## src/rtl/rc_pkg.sv

```systemverilog
package rc_pkg;
    typedef enum logic [2:0] {
        PORT_LOCAL = 3'd0,
        PORT_EAST  = 3'd1,
        PORT_WEST  = 3'd2,
        PORT_NORTH = 3'd3,
        PORT_SOUTH = 3'd4
    } port_e;

    typedef enum logic [1:0] {
        POL_XY     = 2'd0,
        POL_RORDER = 2'd1,
        POL_MESH   = 2'd2,
        POL_BOX    = 2'd3
    } policy_e;

    localparam int RNG_W = 16;
endpackage

```

## src/rtl/rc_lfsr.sv

```systemverilog
module rc_lfsr #(
    parameter int          W    = 16,
    parameter logic [15:0] SEED = 16'hACE1
) (
    input  logic         clk,
    input  logic         rst_n,
    input  logic         step,
    output logic [W-1:0] state
);
    logic [W-1:0] lfsr_d, lfsr_q;

    // taps for x^16 + x^14 + x^13 + x^11 + 1
    always_comb begin
        lfsr_d = lfsr_q;
        if (step) begin
            lfsr_d = {lfsr_q[W-2:0], lfsr_q[15] ^ lfsr_q[13] ^ lfsr_q[12] ^ lfsr_q[10]};
        end
    end

    always_ff @(posedge clk or negedge rst_n) begin
        if (!rst_n) lfsr_q <= W'(SEED);
        else        lfsr_q <= lfsr_d;
    end

    assign state = lfsr_q;
endmodule

```

## src/rtl/rc_mid_axis.sv

```systemverilog
module rc_mid_axis #(
    parameter int DIM = 4,
    parameter int W   = 2,
    parameter int RW  = 4
) (
    input  logic          box_mode,
    input  logic [W-1:0]  cur,
    input  logic [W-1:0]  dst,
    input  logic [RW-1:0] rnd,
    output logic [W-1:0]  mid
);
    logic [W-1:0]  lo, hi;
    logic [RW-1:0] span, off, dim_w, any_pos;

    always_comb begin
        lo      = (cur <= dst) ? cur : dst;
        hi      = (cur <= dst) ? dst : cur;
        span    = RW'(hi) - RW'(lo) + RW'(1);
        off     = rnd % span;
        dim_w   = RW'(DIM);
        any_pos = rnd % dim_w;
        if (box_mode) mid = W'(RW'(lo) + off);
        else          mid = W'(any_pos);
    end
endmodule

```

## src/rtl/rc_port_sel.sv

```systemverilog
module rc_port_sel
    import rc_pkg::*;
#(
    parameter int XW = 2,
    parameter int YW = 2
) (
    input  logic [XW-1:0] cx,
    input  logic [YW-1:0] cy,
    input  logic [XW-1:0] tx,
    input  logic [YW-1:0] ty,
    input  logic          y_first,
    output port_e         port
);
    port_e x_port, y_port;

    always_comb begin
        x_port = (tx > cx) ? PORT_EAST  : PORT_WEST;
        y_port = (ty > cy) ? PORT_NORTH : PORT_SOUTH;
        if (cx == tx && cy == ty) port = PORT_LOCAL;
        else if (!y_first)        port = (cx != tx) ? x_port : y_port;
        else                      port = (cy != ty) ? y_port : x_port;
    end
endmodule

```

## src/rtl/rc_oblivious.sv

```systemverilog
module rc_oblivious
    import rc_pkg::*;
#(
    parameter int          MESH_X = 4,
    parameter int          MESH_Y = 4,
    parameter logic [15:0] SEED   = 16'hACE1,
    localparam int XW = (MESH_X > 1) ? $clog2(MESH_X) : 1,
    localparam int YW = (MESH_Y > 1) ? $clog2(MESH_Y) : 1
) (
    input  logic          clk,
    input  logic          rst_n,
    input  logic          in_valid,
    input  logic          in_src,
    input  logic [1:0]    in_mode,
    input  logic [XW-1:0] cur_x,
    input  logic [YW-1:0] cur_y,
    input  logic [XW-1:0] dst_x,
    input  logic [YW-1:0] dst_y,
    input  logic          hdr_order,
    input  logic [XW-1:0] hdr_mid_x,
    input  logic [YW-1:0] hdr_mid_y,
    input  logic          hdr_phase,
    output logic          out_valid,
    output logic [2:0]    out_port,
    output logic          out_order,
    output logic [XW-1:0] out_mid_x,
    output logic [YW-1:0] out_mid_y,
    output logic          out_phase
);
    // two spare random bits per axis keep the modulo bias small
    localparam int RXW = XW + 2;
    localparam int RYW = YW + 2;

    typedef struct packed {
        logic          valid;
        port_e         port;
        logic          order;
        logic [XW-1:0] mid_x;
        logic [YW-1:0] mid_y;
        logic          phase;
    } rc_state_t;

    rc_state_t     r_d, r_q;
    logic [RNG_W-1:0] rng;
    logic [RXW-1:0] rnd_x;
    logic [RYW-1:0] rnd_y;
    logic           rnd_order;
    logic           box_sel;
    logic [XW-1:0]  pick_x;
    logic [YW-1:0]  pick_y;
    logic           eff_order, eff_phase, leg_done, phase_n;
    logic [XW-1:0]  eff_mid_x, tgt_x;
    logic [YW-1:0]  eff_mid_y, tgt_y;
    port_e          port_n;
    policy_e        pol;

    rc_lfsr #(.W(RNG_W), .SEED(SEED)) u_rng (
        .clk   (clk),
        .rst_n (rst_n),
        .step  (in_valid && in_src),
        .state (rng)
    );

    assign rnd_x     = rng[RXW-1:0];
    assign rnd_y     = rng[RXW+RYW-1:RXW];
    assign rnd_order = rng[RNG_W-1];
    assign pol       = policy_e'(in_mode);
    assign box_sel   = (pol == POL_BOX);

    rc_mid_axis #(.DIM(MESH_X), .W(XW), .RW(RXW)) u_mid_x (
        .box_mode (box_sel),
        .cur      (cur_x),
        .dst      (dst_x),
        .rnd      (rnd_x),
        .mid      (pick_x)
    );

    rc_mid_axis #(.DIM(MESH_Y), .W(YW), .RW(RYW)) u_mid_y (
        .box_mode (box_sel),
        .cur      (cur_y),
        .dst      (dst_y),
        .rnd      (rnd_y),
        .mid      (pick_y)
    );

    // header fields as seen by this node: chosen here when injecting
    always_comb begin
        eff_order = hdr_order;
        eff_mid_x = hdr_mid_x;
        eff_mid_y = hdr_mid_y;
        eff_phase = hdr_phase;
        if (in_src) begin
            unique case (pol)
                POL_XY: begin
                    eff_order = 1'b0;
                    eff_mid_x = dst_x;
                    eff_mid_y = dst_y;
                    eff_phase = 1'b1;
                end
                POL_RORDER: begin
                    eff_order = rnd_order;
                    eff_mid_x = dst_x;
                    eff_mid_y = dst_y;
                    eff_phase = 1'b1;
                end
                default: begin
                    eff_order = 1'b0;
                    eff_mid_x = pick_x;
                    eff_mid_y = pick_y;
                    eff_phase = 1'b0;
                end
            endcase
        end
        leg_done = (cur_x == eff_mid_x) && (cur_y == eff_mid_y);
        phase_n  = eff_phase | leg_done;
        tgt_x    = phase_n ? dst_x : eff_mid_x;
        tgt_y    = phase_n ? dst_y : eff_mid_y;
    end

    rc_port_sel #(.XW(XW), .YW(YW)) u_port (
        .cx      (cur_x),
        .cy      (cur_y),
        .tx      (tgt_x),
        .ty      (tgt_y),
        .y_first (eff_order),
        .port    (port_n)
    );

    always_comb begin
        r_d       = r_q;
        r_d.valid = in_valid;
        if (in_valid) begin
            r_d.port  = port_n;
            r_d.order = eff_order;
            r_d.mid_x = eff_mid_x;
            r_d.mid_y = eff_mid_y;
            r_d.phase = phase_n;
        end
    end

    always_ff @(posedge clk or negedge rst_n) begin
        if (!rst_n) begin
            r_q <= '{valid: 1'b0, port: PORT_LOCAL, order: 1'b0,
                     mid_x: '0, mid_y: '0, phase: 1'b0};
        end else begin
            r_q <= r_d;
        end
    end

    assign out_valid = r_q.valid;
    assign out_port  = r_q.port;
    assign out_order = r_q.order;
    assign out_mid_x = r_q.mid_x;
    assign out_mid_y = r_q.mid_y;
    assign out_phase = r_q.phase;
endmodule

```

## config.mk

```make
export PLATFORM = sky130hd
export DESIGN_NAME = rc_oblivious
export DESIGN_NICKNAME = d
export VERILOG_FILES = /design/src/rtl/rc_pkg.sv /design/src/rtl/rc_lfsr.sv /design/src/rtl/rc_mid_axis.sv /design/src/rtl/rc_port_sel.sv /design/src/rtl/rc_oblivious.sv
export SDC_FILE = /design/constraint.sdc
export NUM_CORES = 1
export LEC_CHECK = 0
export ABC_AREA = 0
export ABC_CLOCK_PERIOD_IN_PS = 6600
export BUFFER_PORTS_ARGS = -buffer_cell sky130_fd_sc_hd__buf_2
export CORE_MARGIN = 10
export CORE_UTILIZATION = 25
export DETAILED_ROUTE_END_ITERATION = 12
export PLACE_DENSITY = 0.45
export SLEW_MARGIN = 0
export SYNTH_ARGS = -nofsm -noshare
export SYNTH_HDL_FRONTEND = slang
export SYNTH_HIERARCHICAL = 1
export SYNTH_SLANG_ARGS = --single-unit
```

## constraint.sdc

```tcl
create_clock -name clk -period 6.6 [get_ports clk]
set_input_delay 0.66 -clock clk [delete_from_list [all_inputs] [get_ports clk]]
set_output_delay 0.66 -clock clk [all_outputs]
set_load 0.05 [all_outputs]
```

==> results of run 1 <==
-- per-stage QoR --
step | instance area (µm²) | hold WS, ns
detailed placement | 3677 | 0.4990
global placement | 3677 | 0.4860
finish | 4380 | 0.3806
floorplan | 2889 | 0.3644
global route | 4380 | 0.4273
CTS | 4270 | 0.4042
-- cell type report --
type                            instances  share of cell area
Multi-Input combinational cell        227              0.5653
Inverter                               27             0.02428
Timing Repair Buffer                  124              0.2034
Clock buffer                            3            0.009426
Tap cell                              140             0.03999
Clock inverter                          1            0.006855
Sequential cell                        26              0.1508
-- power breakdown --
| part | internal (mW) | switching (mW) |
|---|---|---|
| Combinational | 1.23 | 0.918 |
| Sequential | 0.241 | 0.0582 |
| Clock | 0.0813 | 0.0583 |
-- cell families after synthesis --
group / count (synthesis)
compound gates: 63
xor+xnor: 17
fa+ha+maj: 40
buf+inv: 32
flops: 26
mux: 39
simple gates: 68
-- sequential cells by signal, summed over array words and instances (netlist names) --
name,flops
out_mid_x,2
out_mid_y,2
out_order,1
out_phase,1
out_port,3
out_valid,1
u_rng/state,16
-- what timing repair did --
item	4_1_cts	5_1_grt
gates resized for setup	61	35
pin swaps	51	56
setup endpoints to repair	6	8
buffers inserted	34	10
cloned	0	0
-- placed cells by master (no fill, tap or decap), types with 3 or more instances in the layout --
cell	n
buf_4	94
buf_2	25
inv_1	23
ha_1	19
mux2_4	18
dfrtp_1	18
ha_4	15
nor2_1	14
nand2_1	14
mux2_2	14
xnor2_1	11
o21a_1	10
dfstp_2	8
a21oi_1	7
o21ai_0	6
o21ai_2	6
a21oi_2	6
mux2i_1	5
xor2_1	4
a21oi_4	4
buf_6	4
nor2b_4	4
o211ai_1	4
ha_2	4
clkbuf_8	3
o21ai_1	3
nor3_1	3
-- critical path: cells and delay by family --
family	cells	cell delay, ns
buffers and inverters	4	0.36
XOR/XNOR	2	0.33
adder cells (fa/ha/maj)	8	2.01
AO/OA/AOI/OAI	16	2.14
AND/OR/NAND/NOR	11	1.89
multiplexers	4	0.93
-- per-layer routing --
layer,GRT usage,share of wire
met1,0.1286,0.49
met4,0.01576,0.0033
met2,0.1625,0.48
met5,0,0
met3,0.01660,0.028
-- worst paths after layout --
path,slack (ns),depth (start not counted),endpoint
worst max-delay path,-1.58,45,out_port[1]
worst min-delay path,0.38,1,out_valid
worst max register to register,-0.43,35,out_port[1]
worst min register to register,0.52,2,u_rng/state[0]
max in group asynchronous,5.80,1,u_rng/state[2]
min in group clk,0.52,2,u_rng/state[0]
==> results.toml, run 1 <==
[synthesis]
synth-edff-count = 0
synth_adder_area_share = 0.1893
synth_cells = 285
synth.distinct_cells = 51
avgSynthCellArea_um2 = 9.553
ys_seq_area_frac = 0.2426
yosysWarnings = 6
ys_top_cells_by_area = "ha_1, dfrtp_1, mux2_2"
synth_compound_area_frac = 0.1526
yosys.area.top_type = "ha_1"
synthMuxAreaShare = 0.1705
synth_top_family_by_area = "adder cells"
yosys.area_share.simple = 0.1347
synth-xor-area-share = 0.05469
synthFlopType = "dfrtp_1"
synth_top_area_share = 0.1746
async_reset_ff_frac = 1.000
synthesis.area_um2 = 2723
synth_seq_cells = 26
syn_nets = 345
yosysMostFrequentCell = "ha_1"
synth_common_cells = "ha_1, inv_1, mux2_2, dfrtp_1, nor2_1"

[clocking]
clkSlewWorstSetupHoldPaths_ns = 0.11
clockBufferDepth = 2
cts_sinks = 26
cts_htree_levels = 1
numCtsBuffers = 3
root_buffer = "clkbuf_8"
insertion_delay_ns = 0.28
cts_hold_buf = 0
cts_tree = "built"

[final_layout]
fillers = 1066
nets = 469
stdcell_count = 548
area_delta_synth_final_pct = 60.89
utilization = 0.4077
drive_gt1_frac = 0.6152
antenna_cells = 0
seqCellArea_um2 = 660.6
multi_input_area_um2 = 2476

[timing]
tightest_slew_ns = 0.8855
tns_ns = -5.110
hold_violations = 0
final.setup_skew_ns = 0.01238
drv_slew = 0
setup_viol = 6
fin_crit_sh = 1.240
finalWorstSetupSlack_ns = -1.584
fin_crit_ns = 8.184
slew_headroom = 0.4097
rsz0062_at_grt = "yes"
max_freq_mhz = 122.2

[detailed_routing]
drc = 0
final_antenna_net_count = 0
routedWlPerCell_um = 14.46
via_count = 2513
drt_wl_total_um = 7923
drtIter0Drc = 102
firstDrtPassIters = 4
vias_per_cell = 4.586

[power]
power-per-cell-area_nw_per_um2 = 591.7
p_leak_nw = 1.971
totalPowerFinal_mw = 2.592
vdd_drop_max_mv = 0.2290

[setup_path]
worstSetupPathType = "in -> reg"
startpoint_type = "input port"
worstReg2RegStart = "u_rng/state[7]"
crit_top_cell = "ha_4"
crit_slowest_cell = "fa_2"
critPathMaxFanout = 4
crit_required_ns = 6.77
arrival_ns = 8.35
startpoint = "dst_y[1]"
endpoint_kind = "register"
slowest_delay_ns = 0.40

[global_routing]
grt_max_degree = 27
overflow = 0
antenna_found_initial = 0
track_usage = 0.09701
grt_pass1_wl_um = 13020
grt_pass1_vias = 2599

[placement]
place_inst = 518
place.gp.congestion = 0.7311
port_buffers = 29
pre_cts_slack_ns = -2.112
dp_hpwl_um = 5787

[outcome]
status = "complete, but fails checks"
violations = "negative setup slack"

[floorplanning]
rows = 38
die_x_um = 124.4
pin_count = 30
start_util = 0.2534
die-area_um2 = 15460
die_h_um = 124.4
coreArea_um2 = 10750

[worst_hold_path]
hp-class = "in -> async"

[run]
maxCapViolCount = 0
(Power assumes the default switching activity.)
==> run 2: changes to the inputs <==
--- a/config.mk
+++ b/config.mk
@@ -10,6 +10,7 @@
 export BUFFER_PORTS_ARGS = -buffer_cell sky130_fd_sc_hd__buf_2
 export CORE_MARGIN = 10
 export CORE_UTILIZATION = 25
+export CTS_BUF_LIST = sky130_fd_sc_hd__clkbuf_16
 export DETAILED_ROUTE_END_ITERATION = 12
 export PLACE_DENSITY = 0.45
 export SLEW_MARGIN = 0
==> run 2 against run 1 <==
  * The flow still finishes with violations (negative setup slack)
  * Critical path depth did not move
  * Critical path type unchanged
  * Wire length fell by 0.40%
  * First-iteration DRC count fell by 21%
  * Clock skew fell by 0.0053 ns
==> results.toml, run 2 (same netlist as run 1, synthesis figures left out) <==
[placement]
port_buffers = 29
dp_hpwl_um = 5787
place_area_um2 = 3677
place.gp.congestion = 0.7311

[clocking]
numCtsBuffers = 3
cts_htree_levels = 1
cts_hold_buf = 0
cts_tree = "built"
clockBufferDepth = 2
cts_sinks = 26
root_buffer = "clkbuf_16"
clkSlewWorstSetupHoldPaths_ns = 0.07
insertion_delay_ns = 0.27

[detailed_routing]
wl_met2_um = 3746
top_layer = "met4"
final_antenna_net_count = 0
wl_met1_um = 3848
drc = 0
routedWlPerCell_um = 14.43
firstDrtPassIters = 4
drtIter0Drc = 81
vias_per_cell = 4.598
drt_wl_total_um = 7891
via_count = 2515
dr_wl_met3_um = 262

[power]
p_leak_nw = 1.979
p_switching_mw = 1.015
seqPwrFrac = 0.116
clkPwrFrac = 0.071
p_int_mw = 1.561
swShare = 0.3940
power-per-cell-area_nw_per_um2 = 587.2
combPwrFrac = 0.813
vdd_drop_max_mv = 0.2291

[final_layout]
utilization = 0.4084
layout_common_cells = "buf_4, buf_2, inv_1"
final_common_cell = "buf_4"
largest_reg_flops = 16
antenna_cells = 0
drive_gt1_frac = 0.6118
nets = 468
final_area_um2 = 4388
area_delta_synth_final_pct = 61.17

[timing]
slew_headroom = 0.4090
tightest_slew_ns = 0.8865
tns_ns = -5.042
finalWorstSetupSlack_ns = -1.573
fin_crit_ns = 8.173
max_freq_mhz = 122.4
setup_viol = 6
hold_violations = 0
final.setup_skew_ns = 0.007086
worst_hold_slack_ns = 0.4092
fin_crit_sh = 1.238
drv_slew = 0
rsz0062_at_grt = "yes"

[setup_path]
endpoint_kind = "register"
slowest_delay_ns = 0.38
worstSetupPathType = "in -> reg"
startpoint_type = "input port"
crit_required_ns = 6.75
arrival_ns = 8.32
crit_top_cell = "ha_4"
crit_slowest_cell = "or3_4"
critPathMaxFanout = 4

[outcome]
violations = "negative setup slack"
status = "complete, but fails checks"

[global_routing]
grt_max_degree = 27
grt_pass1_vias = 2577
grt_pass1_wl_um = 13010
overflow = 0
track_usage = 0.09718
antenna_found_initial = 0

[floorplanning]
die_x_um = 124.4
rows = 38
pin_count = 30
coreArea_um2 = 10750
start_util = 0.2534
die_h_um = 124.4
die-area_um2 = 15460

[run]
maxCapViolCount = 0

[worst_hold_path]
hp-class = "in -> async"
==> run 2: repair_timing <==
action                     4_1_cts  5_1_grt
gates cloned                     0        0
pin swaps                       51       56
buffers inserted                34        9
setup endpoints to repair        6        8
gates resized for setup         61       33
==> run 2: area by class of cell <==
cell class | instances | area, µm²
multi-input combinational | 227 | 2457
tap | 140 | 175.2
timing repair buffer | 123 | 883.3
fill | 1061 | 6357
clock inverter | 1 | 30.03
sequential | 26 | 660.6
clock buffer | 3 | 75.07
inverter | 27 | 106.4
==> run 2: worst paths after layout <==
path	start	end	slack, ns	cells after the start
min reg2reg	out_mid_x[1]	out_mid_x[1]	0.51	1
max in group asynchronous	rst_n	u_rng/state[2]	5.78	1
max reg2reg	u_rng/state[7]	out_port[1]	-0.39	35
min	rst_n	out_valid	0.41	1
min in group clk	out_mid_x[1]	out_mid_x[1]	0.51	1
max	dst_y[1]	out_port[1]	-1.57	45
==> run 2: routing by layer <==
layer  vias up  track usage
met5         -            0
met4         0      0.01576
met3         4      0.01660
met2        36       0.1613
met1      1208       0.1301
li1       1267            -
==> run 2: critical path, delay by kind of cell <==
family / cells / cell delay (ns)
AOI/OAI and AO/OA: 16 / 1.99
xor gates and xnor gates: 2 / 0.32
adders and majority gates: 8 / 1.87
buffers and inverters: 3 / 0.31
muxes: 5 / 1.27
and+or+nand+nor: 11 / 1.86
==> run 2: per-stage QoR <==
| stage | instances | total power [mW] | setup WS [ns] |
|---|---|---|---|
| after detailed placement | 518 | 1.782 | -2.112 |
| after CTS | 550 | 2.393 | -1.568 |
| after global routing | 547 | 2.798 | -2.066 |
| after floorplan | 285 | 1.233 | -1.367 |
| final | 547 | 2.577 | -1.573 |
| after global placement | 518 | 1.748 | -2.042 |
==> run 2: power groups by stage <==
stage                     clock [mW]  combinational, mW  sequential [mW]
after global placement             0               1.45            0.302
after CTS                      0.187               1.91            0.301
after detailed placement           0               1.48            0.303
final                          0.182               2.09            0.300
after global routing           0.192               2.29            0.315
after floorplan                    0              0.887            0.346
